`src/rtl/acq_seq_pkg.sv`:
```
package acq_seq_pkg;
  typedef enum logic [1:0] {
    ST_FILL  = 2'b00,
    ST_READY = 2'b01,
    ST_RUN   = 2'b10,
    ST_STOP  = 2'b11
  } acq_state_e;
endpackage

```
`src/rtl/acq_trig_detect.sv`:
```
module acq_trig_detect #(
  parameter bit REG_IN = 1'b0
) (
  input  logic clk,
  input  logic rst,
  input  logic ena,
  input  logic trig_in,
  output logic trig_edge
);
  logic trig_s;
  logic trig_prev;

  generate
    if (REG_IN) begin : g_reg
      logic trig_q;
      always_ff @(posedge clk) begin
        if (rst) trig_q <= 1'b0;
        else     trig_q <= trig_in;
      end
      assign trig_s = trig_q;
    end else begin : g_direct
      assign trig_s = trig_in;
    end
  endgenerate

  always_ff @(posedge clk) begin
    if (rst)      trig_prev <= 1'b0;
    else if (ena) trig_prev <= trig_s;
  end

  assign trig_edge = ena & trig_s & ~trig_prev;

  // edge only on an enabled cycle
  p_edge_needs_ena_r5: assert property (@(posedge clk) disable iff (rst)
    trig_edge |-> ena);
endmodule

```
`src/rtl/acq_ram.sv`:
```
module acq_ram #(
  parameter int AW = 6,
  parameter int DW = 8
) (
  input  logic          clk,
  input  logic          we,
  input  logic [AW-1:0] waddr,
  input  logic [DW-1:0] wdata,
  input  logic [AW-1:0] raddr,
  output logic [DW-1:0] rdata
);
  localparam int DEPTH = 1 << AW;
  logic [DW-1:0] mem [DEPTH];

  always_ff @(posedge clk) begin
    if (we) mem[waddr] <= wdata;
  end

  always_ff @(posedge clk) begin
    rdata <= mem[raddr];
  end
endmodule

```
`src/rtl/acq_ctrl.sv`:
```
module acq_ctrl
  import acq_seq_pkg::*;
#(
  parameter int AW           = 6,
  parameter int OW           = 16,
  parameter int DEF_DEPTH    = 7,
  parameter int DEF_DRIFT    = 3,
  parameter bit START_ACTIVE = 1'b1
) (
  input  logic                 clk,
  input  logic                 rst,
  input  logic                 ena,
  input  logic                 trig_edge,
  input  logic                 req,
  input  logic                 cfg_single,
  input  logic [AW-1:0]        cfg_depth,
  input  logic signed [OW-1:0] cfg_drift,
  output acq_state_e           state_o,
  output logic [AW-1:0]        ptr_o,
  output logic                 we_o,
  output logic [AW-1:0]        tpos_o
);
  localparam int CW      = OW + 2;
  localparam int RAM_LEN = 1 << AW;
  localparam logic [AW-1:0]        DEPTH0 = AW'(DEF_DEPTH);
  localparam logic signed [OW-1:0] DRIFT0 = OW'(DEF_DRIFT);

  function automatic logic [CW-1:0] f_fill(input logic signed [OW-1:0] dr);
    logic signed [CW-1:0] d;
    d = {{(CW-OW){dr[OW-1]}}, dr};
    if (d <= 0)                 return '0;
    else if (d > RAM_LEN - 1)   return CW'(RAM_LEN - 1);
    else                        return $unsigned(d);
  endfunction

  function automatic logic [CW-1:0] f_run(input logic [AW-1:0] dp,
                                          input logic signed [OW-1:0] dr);
    logic signed [CW-1:0] d;
    logic signed [CW-1:0] diff;
    d    = {{(CW-OW){dr[OW-1]}}, dr};
    diff = $signed({{(CW-AW){1'b0}}, dp}) - d;
    if (diff < 0) return '0;
    else          return $unsigned(diff);
  endfunction

  acq_state_e    state, nxt_state;
  logic [CW-1:0] cnt, nxt_cnt;
  logic [CW-1:0] fill_n, run_n;
  logic [AW-1:0] ptr, tpos;
  logic          load_cfg, latch_tpos;
  logic [CW-1:0] new_fill, new_run;

  assign new_fill = f_fill(cfg_drift);
  assign new_run  = f_run(cfg_depth, cfg_drift);
  assign we_o     = ena && (state != ST_STOP);

  // next-state decision for one enabled cycle
  always_comb begin
    nxt_state  = state;
    nxt_cnt    = cnt;
    load_cfg   = 1'b0;
    latch_tpos = 1'b0;
    unique case (state)
      ST_FILL: begin
        if (req) nxt_state = ST_STOP;
        else if (cnt + 1'b1 == fill_n) begin
          nxt_state = ST_READY;
          nxt_cnt   = '0;
        end else nxt_cnt = cnt + 1'b1;
      end
      ST_READY: begin
        if (req || trig_edge) begin
          latch_tpos = 1'b1;
          nxt_cnt    = '0;
          if (run_n == '0) begin
            if (cfg_single) nxt_state = ST_STOP;
            else            load_cfg  = 1'b1;
          end else nxt_state = ST_RUN;
        end
      end
      ST_RUN: begin
        if (req) nxt_state = ST_STOP;
        else if (cnt + 1'b1 == run_n) begin
          if (cfg_single) nxt_state = ST_STOP;
          else            load_cfg  = 1'b1;
        end else nxt_cnt = cnt + 1'b1;
      end
      default: begin
        if (req) load_cfg = 1'b1;
      end
    endcase
    if (load_cfg) begin
      nxt_state = (new_fill == '0) ? ST_READY : ST_FILL;
      nxt_cnt   = '0;
    end
  end

  always_ff @(posedge clk) begin
    if (rst) begin
      state  <= START_ACTIVE ? ((f_fill(DRIFT0) == '0) ? ST_READY : ST_FILL)
                             : ST_STOP;
      cnt    <= '0;
      fill_n <= f_fill(DRIFT0);
      run_n  <= f_run(DEPTH0, DRIFT0);
      ptr    <= '0;
      tpos   <= '0;
    end else if (ena) begin
      state <= nxt_state;
      cnt   <= nxt_cnt;
      if (we_o)       ptr    <= ptr + 1'b1;
      if (latch_tpos) tpos   <= ptr;
      if (load_cfg) begin
        fill_n <= new_fill;
        run_n  <= new_run;
      end
    end
  end

  assign state_o = state;
  assign ptr_o   = ptr;
  assign tpos_o  = tpos;

  // nothing moves on a disabled cycle
  p_idle_hold_r2: assert property (@(posedge clk) disable iff (rst)
    !ena |=> $stable(state) && $stable(ptr) && $stable(tpos));
  // pointer steps by one on each write
  p_ptr_step_r3: assert property (@(posedge clk) disable iff (rst)
    we_o |=> ptr == $past(ptr) + 1'b1);
  // Stop writes nothing
  p_stop_no_write_r3: assert property (@(posedge clk) disable iff (rst)
    (state == ST_STOP) |-> !we_o);
  // prefill counter stays below its target
  p_fill_bound_r4: assert property (@(posedge clk) disable iff (rst)
    (state == ST_FILL) |-> cnt < fill_n);
  // trigger address changes only when leaving Ready
  p_tpos_ready_r7: assert property (@(posedge clk) disable iff (rst)
    (state != ST_READY) |=> $stable(tpos));
  // post-trigger counter stays below its target
  p_run_bound_r8: assert property (@(posedge clk) disable iff (rst)
    (state == ST_RUN) |-> cnt < run_n);
endmodule

```
`src/rtl/acq_sequencer.sv`:
```
module acq_sequencer #(
  parameter int AW           = 6,
  parameter int DW           = 8,
  parameter int OW           = 16,
  parameter int DEF_DEPTH    = 7,
  parameter int DEF_DRIFT    = 3,
  parameter bit START_ACTIVE = 1'b1,
  parameter bit TRIG_REG     = 1'b0
) (
  input  logic                 clk,
  input  logic                 rst,
  input  logic                 acq_ena,
  input  logic [DW-1:0]        sample_in,
  input  logic                 trig_in,
  input  logic                 run_req,
  input  logic                 cfg_single,
  input  logic [AW-1:0]        cfg_depth,
  input  logic signed [OW-1:0] cfg_drift,
  input  logic [AW-1:0]        rd_addr,
  output logic [DW-1:0]        rd_data,
  output logic                 wr_en,
  output logic [AW-1:0]        wr_addr,
  output logic [1:0]           seq_state,
  output logic [AW-1:0]        trig_addr
);
  import acq_seq_pkg::*;

  logic          trig_edge;
  logic          we_now;
  logic [AW-1:0] ptr;
  acq_state_e    st;
  logic          we_q;
  logic [AW-1:0] addr_q;
  logic [DW-1:0] data_q;

  acq_trig_detect #(.REG_IN(TRIG_REG)) u_trig (
    .clk(clk), .rst(rst), .ena(acq_ena), .trig_in(trig_in), .trig_edge(trig_edge)
  );

  acq_ctrl #(
    .AW(AW), .OW(OW), .DEF_DEPTH(DEF_DEPTH), .DEF_DRIFT(DEF_DRIFT),
    .START_ACTIVE(START_ACTIVE)
  ) u_ctrl (
    .clk(clk), .rst(rst), .ena(acq_ena), .trig_edge(trig_edge), .req(run_req),
    .cfg_single(cfg_single), .cfg_depth(cfg_depth), .cfg_drift(cfg_drift),
    .state_o(st), .ptr_o(ptr), .we_o(we_now), .tpos_o(trig_addr)
  );

  // write staging: outputs and memory port come from registers
  always_ff @(posedge clk) begin
    if (rst) begin
      we_q   <= 1'b0;
      addr_q <= '0;
    end else begin
      we_q   <= we_now;
      addr_q <= ptr;
    end
    data_q <= sample_in;
  end

  acq_ram #(.AW(AW), .DW(DW)) u_ram (
    .clk(clk), .we(we_q), .waddr(addr_q), .wdata(data_q),
    .raddr(rd_addr), .rdata(rd_data)
  );

  assign wr_en     = we_q;
  assign wr_addr   = addr_q;
  assign seq_state = st;

  // no write reported after a disabled cycle
  p_wen_needs_ena_r2: assert property (@(posedge clk) disable iff (rst)
    !acq_ena |=> !wr_en);
endmodule

```
`config.mk`:
```
export PLATFORM = sky130hd
export DESIGN_NAME = acq_sequencer
export DESIGN_NICKNAME = d
export VERILOG_FILES = /design/src/rtl/acq_seq_pkg.sv /design/src/rtl/acq_trig_detect.sv /design/src/rtl/acq_ram.sv /design/src/rtl/acq_ctrl.sv /design/src/rtl/acq_sequencer.sv
export SDC_FILE = /design/constraint.sdc
export NUM_CORES = 1
export LEC_CHECK = 0
export BUFFER_PORTS_ARGS = -buffer_cell sky130_fd_sc_hd__buf_2
export CORE_ASPECT_RATIO = 1.4
export CORE_MARGIN = 5
export CORE_UTILIZATION = 62
export CTS_BUF_LIST = sky130_fd_sc_hd__clkbuf_2
export DETAILED_ROUTE_END_ITERATION = 8
export PLACE_DENSITY_LB_ADDON = 0.05
export SETUP_SLACK_MARGIN = 0.1
export SYNTH_ARGS = -nofsm -noshare
export SYNTH_HDL_FRONTEND = slang
export SYNTH_SLANG_ARGS = --single-unit
```
`constraint.sdc`:
```
create_clock -name clk -period 4.46 [get_ports clk]
set_clock_uncertainty 0.15 [all_clocks]
set_input_delay 1.115 -clock clk [delete_from_list [all_inputs] [get_ports clk]]
set_output_delay 1.115 -clock clk [all_outputs]
set_load 0.005 [all_outputs]
```
# Word level (Yosys, flattened, before mapping)
# Memories as Yosys holds them, arrays and structs flattened. A register that Yosys moved wholly into a read port is not among the register bits.
# Cells that the tools add are included.
classes:
  order_cmp: 3
  n_reduce_logical: 11
  add_sub_neg: 3
  n_eq_ne: 11
  n_mux: 31
  bitwise: 3
ops:
  columns: ["cell", "count"]
  rows:
  - ["18-bit 2-to-1 mux", 9]
  - ["18-bit one-hot mux with 3 select lines", 1]
  - ["18-bit equality test", 2]
  - ["18-bit logical NOT", 2]
  - ["18-bit by 1-bit adder with 18-bit output, second input constant", 1]
  - ["17-bit by 1-bit less-than comparator with 1-bit output, second input constant", 1]
  - ["7-bit by 16-bit subtractor with 17-bit output", 1]
  - ["16-bit by 7-bit > comparator with 1-bit output, second input constant", 1]
  - ["16-bit by 1-bit less-or-equal comparator with 1-bit output, second input constant", 1]
  - ["2-bit 2-to-1 mux", 8]
  - ["1-bit 2-to-1 mux", 11]
  - ["3-bit by 2-bit inequality test with 1-bit output, second input constant", 3]
  - ["4-bit by 2-bit inequality test with 1-bit output, second input constant", 2]
  - ["6-bit by 1-bit adder with 6-bit output, second input constant", 1]
  - ["2-bit one-hot mux with 3 select lines", 1]
  - ["2-bit AND reduction", 3]
  - ["6-bit AND reduction", 1]
  - ["5-bit AND reduction", 1]
  - ["4-bit nonzero test", 1]
  - ["3-bit by 1-bit inequality test with 1-bit output, second input constant", 1]
  - ["1-bit one-hot mux with 3 select lines", 1]
  - ["1-bit AND", 2]
  - ["2-bit by 1-bit equality test with 1-bit output, second input constant", 1]
  - ["2-bit equality test, second input constant", 1]
  - ["5 further kinds", 5]
totals:
  ram_bits: 512
  reg_bits: 84
  output_inout_bits: 23
  n_memories: 1
  wordCells: 73
mem_list:
  columns: ["name", "words", "width", "rd", "rd_clocked_by_memory_dff", "wr", "line", "text"]
  rows:
  - ["u_ram.mem", 64, 8, 1, 1, 1, "acq_ram.sv:13", "logic [DW-1:0] mem [DEPTH];"]

# Logic depth before layout (Yosys ltp)
depth:
  word_depth: 7
  depth_mapped: 14
  ltp_nobuf: 13

# Modules after synthesis
# A second synthesis with hierarchy kept.
hier_totals:
  cells_unflattened: 1557
  hier_area_um2: 25351.8
by_module_without_submodules:
  columns: ["module", "area_per_inst_um2", "instances", "cells_each"]
  rows:
  - ["acq_ram", 20166.8, 1, 940]
  - ["acq_ctrl", 4798.4, 1, 590]
  - ["acq_sequencer", 344.1, 1, 22]
  - ["acq_trig_detect", 42.5, 1, 5]

# Least setup slack after synthesis
# OpenSTA, ideal clock, no wires.
synth_timing:
  kind: "input to register"
  start: "input port rd_addr[0]"
  end: "register u_ram.rdata[0] (read register of u_ram.mem)"
  arrival_ns: 3.619
  setup_slack_ns: 0.557
  setup_time_ns: 0.134
  cell_stages: 5
  cell_sequence: "clkbuf_1 > buf_1 > mux4_2 > mux4_2 > mux4_2"
synth_lines:
  columns: ["item", "line", "text"]
  rows:
  - ["from (decl)", "acq_sequencer.sv:19", "input logic [AW-1:0] rd_addr,"]
  - ["to (decl)", "acq_ram.sv:10", "output logic [DW-1:0] rdata"]

# Worst setup path after layout
layout_timing:
  start: "register u_ctrl.cnt[3]"
  end: "register u_ctrl.cnt[17]"
layout_via:
  elab_chain_len: 7
  elab_cells_between_ends: 18
  classes_between: "1 x add/sub; 6 x eq/ne; 9 x mux; 2 x reduce/logical"
layout_lines:
  columns: ["item", "line", "text"]
  rows:
  - ["from (decl)", "acq_ctrl.sv:47", "logic [CW-1:0] cnt, nxt_cnt;"]
  - ["from (signal assigned)", "acq_ctrl.sv:109", "cnt <= nxt_cnt;"]
  - ["18-bit by 1-bit adder with 18-bit output *", null, null]
  - ["18-bit equality test", "acq_ctrl.sv:83", "else if (cnt + 1'b1 == run_n) begin"]
  - ["1-bit 2-to-1 mux", "acq_ctrl.sv:83", null]
  - ["1-bit 2-to-1 mux", "acq_ctrl.sv:82", "if (req) nxt_state = ST_STOP;"]
  - ["1-bit one-hot mux with 3 select lines", "acq_ctrl.sv:63", "unique case (state)"]
  - ["3-bit by 2-bit inequality test with 1-bit output (no line), or another cell as far along", null, null]
  - ["6-bit AND reduction (no line)", null, null]
# Every way passes the cells marked *; elsewhere a longest branch is shown, timed or not. The select of a mux whose other input is x is not followed.
# A chain may end at the register's enable or synchronous reset.

==> impl_metrics.json <==
{
  "outcome": "completed",
  "cp_max_fo": 26,
  "r2r_end": "u_ctrl.cnt[17]",
  "die_h_um": 245,
  "antenna_found_initial": 1,
  "ys_seq_elements": 600,
  "fmax_mhz": 243,
  "synth_top_area_cell": "edfxtp_1",
  "r2r_cells": 10,
  "crit_arrival_ps": 4910,
  "clkSinkCount": 600,
  "wl_per_cell_um": 25.4,
  "overflow": 0,
  "drv_cap": 0,
  "crit_top_cell": "nor4_4",
  "drt_drc_violations_left": 0,
  "start_util_pct": 62.5,
  "min_period_over_period_pct": 92.2,
  "avgSynthCellArea_um2": 18.1,
  "ys_types": 77,
  "hold_depth": 3,
  "ys_seq_area_share_pct": 70.0,
  "port_buffers": 64,
  "slowest_stage": "dfxtp_1",
  "final_cells": 2139,
  "tns_ps": 0,
  "ctsHtreeMaxLevel": 4,
  "required_ps": 5250,
  "tritoncts": "done",
  "final_max_slew_viol_count": 0,
  "use_met2_pct": 44.6,
  "ys.flop_type": "edfxtp_1",
  "p_leak_nw": 8.91,
  "max-slew-margin-rel_pct": 13.9,
  "async_reset_ff_share_pct": 0,
  "clkSlewWorstSetupHoldPaths_ps": 120,
  "viasPerCell": 6.17,
  "hold_class": "input port to register",
  "final_hold_viol_count": 0,
  "grt_use_met3_pct": 4.71,
  "ios": 65,
  "clk_path_buf_depth": 3,
  "drt_iter0_drc": 1156,
  "clkLatencyLatePin_ps": 1060,
  "synth_top_area_share_pct": 62.8,
  "timing.rr.start": "u_ctrl.cnt[3]",
  "start_kind": "register",
  "whs_endpoint": "u_trig.trig_prev",
  "grt_pass1_wl_um": 82800,
  "first_global_vias": 13800,
  "grt_max_degree": 67,
  "cp_top_family": "simple AND/OR/NAND/NOR gates",
  "cts-root-buf": "clkbuf_2",
  "drt_first_pass_iters": 7,
  "grtUsageMet1_pct": 32.7,
  "numCtsBuffers": 133,
  "synth_area_leaders": "edfxtp_1, mux4_2, dfxtp_1",
  "synth_area_mm2": 0.0245,
  "die_x_um": 178,
  "wl_um": 54300,
  "gp_congestion": 1.00,
  "busiest_layer": "met2",
  "synth_edf_count": 512,
  "core_area_mm2": 0.0392,
  "hpwl_um": 34900,
  "rsz0062_at_grt": "false",
  "critPathBufInv": 1,
  "critPathKind": "register to register",
  "rrSetupSlack_ps": 350,
  "syn_inst": 1352,
  "syn_to_final_growth_pct": 9.53,
  "end_kind": "register",
  "drtAntennaViolNets": 0,
  "yosys_warnings": 0,
  "tightestPinTransition_ps": 1290,
  "dp.cells": 1902,
  "crit_chain": "nand4_2, nor3_4, xor2_1, a2111o_1, nor4_4, a41oi_4, nor4_4, buf_12, a41oi_1, a31oi_1",
  "post_cts_buffers": 0,
  "powerDensity_mw_per_mm2": 387,
  "num_rows": 86,
  "finalSetupViolCount": 0,
  "cp_slowest_stage_delay_ps": 570,
  "finalCriticalPeriod_ps": 4110,
  "synth_fp_nets": 1408,
  "vdd_drop_max_v": 0.000207,
  "min_from": "trig_in",
  "final_nets": 1573,
  "die_area_mm2": 0.0436,
  "track_usage_pct": 25.9,
  "via_count": 13200,
  "drive_gt1_share_pct": 30.5,
  "num-fill-cells": 2745
}
## placed cells by master (no fill, tap or decap), drive strengths merged, types with 6 or more instances in the layout
| cell type | synthesis | layout |
|---|---|---|
| buf | 36 | 96 |
| nand4 | 16 | 16 |
| nor4 | 16 | 16 |
| and2 | 12 | 12 |
| or3 | 6 | 6 |
| clkbuf | 39 | 178 |
| dlygate4sd3 | 0 | 8 |
| a31oi | 16 | 16 |
| nor2b | 13 | 13 |
| or4 | 6 | 6 |
| clkinv | 0 | 38 |
| mux4 | 168 | 168 |
| nor2 | 111 | 111 |
| nor3 | 9 | 9 |
| nand2 | 37 | 37 |
| mux2i | 8 | 8 |
| o21ai | 31 | 31 |
| dfxtp | 88 | 88 |
| ha | 13 | 13 |
| nand2b | 10 | 10 |
| a21oi | 22 | 22 |
| xnor2 | 27 | 27 |
| nand3 | 21 | 21 |
| edfxtp | 512 | 512 |
| nand3b | 6 | 6 |
| inv | 21 | 24 |
| xor2 | 22 | 22 |
| a22o | 12 | 12 |
## state kept, by name, indices dropped and copies added, names as in the netlist
signal / cells
wr_en: 1
u_ram.rdata: 8
u_ctrl.cnt: 18
u_ram.mem: 512
data_q: 8
u_ctrl.fill_n: 16
u_trig.trig_prev: 1
u_ctrl.run_n: 16
wr_addr: 6
u_ctrl.tpos_o: 6
u_ctrl.state_o: 2
u_ctrl.ptr_o: 6
## synthesized netlist by cell type (all sizes together), types with 10 or more instances
cell    count
nor4       16
nand3      21
o21ai      31
edfxtp    512
ha         13
dfxtp      88
nand2      37
nor2b      13
nor2      111
mux4      168
a31oi      16
nand2b     10
a22o       12
clkbuf     39
xor2       22
inv        21
xnor2      27
a21oi      22
and2       12
nand4      16
buf        36
## kinds of logic (layout without fill, tap and decap cells)
kind of cell / count (synthesis) / count (layout) / synth area share [%]
XOR/XNOR: 51 / 51 / 1.94
flip-flops: 600 / 600 / 70.0
AND/OR/NAND/NOR: 276 / 276 / 5.77
other: 0 / 2 / 0
buffers and inverters: 96 / 353 / 1.69
multiplexers: 178 / 178 / 15.9
AO/OA/AOI/OAI: 137 / 137 / 3.93
adder cells (fa/ha/maj): 14 / 14 / 0.747
## report_power, final
part,internal (mW),leakage [nW],switching [mW]
Combinational,0.357,2.70,0.466
Clock,1.38,0.893,2.01
Sequential,6.12,5.32,0.0571
## worst min-delay path: cells and delay by family
| kind | cells | cell delay, ps |
|---|---|---|
| compound gates | 1 | 60 |
| simple gates | 1 | 60 |
| buf+inv | 1 | 100 |
## repair_timing
item                                   CTS  global route
hold buffers                             8             0
setup endpoints to repair                0             2
endpoints found under the hold margin    8             0
resized for setup                        0             2
## through the flow
step	cell area (µm²)	utilization (%)	setup WS (ps)	hold slack, ps	power, mW
2_1_floorplan	24500	-	557	287	6.83
3_3_place_gp	25500	65.0	384	294	7.11
3_5_place_dp	25500	65.0	355	300	7.12
4_1_cts	26800	68.4	259	44.5	10.5
5_1_grt	26800	68.4	118	76.5	10.9
6_report	26800	68.4	346	165	10.4
## metal layers
layer | vias up | wire, µm
li1 | 5870 | -
met1 | 6701 | 20400
met2 | 507 | 28800
met3 | 115 | 3130
met4 | 0 | 2000
met5 | - | 0
## worst max path at each step
stage / start / endpoint / slack, ps / cells after the start
floorplan: rd_addr[0] / u_ram.rdata[0] / 560 / 5
global placement: u_ctrl.cnt[3] / u_ctrl.cnt[17] / 380 / 10
detailed placement: u_ctrl.cnt[3] / u_ctrl.cnt[17] / 350 / 10
CTS: u_ctrl.cnt[3] / u_ctrl.cnt[17] / 260 / 10
global route: u_ctrl.cnt[3] / u_ctrl.run_n[5] / 120 / 11
finish: u_ctrl.cnt[3] / u_ctrl.cnt[17] / 350 / 10
## layout make-up
| class | instances | area [µm²] | area share, % |
|---|---|---|---|
| Tap cell | 528 | 661 | 2.46 |
| Inverter | 21 | 78.8 | 0.294 |
| Clock inverter | 50 | 345 | 1.29 |
| Sequential cell | 600 | 17100 | 64.0 |
| Multi-Input combinational cell | 656 | 6940 | 25.9 |
| Clock buffer | 177 | 886 | 3.31 |
| Antenna cell | 2 | 5.00 | 0.0187 |
| Timing Repair Buffer | 105 | 734 | 2.74 |
Power figures use the tool's default switching activity.
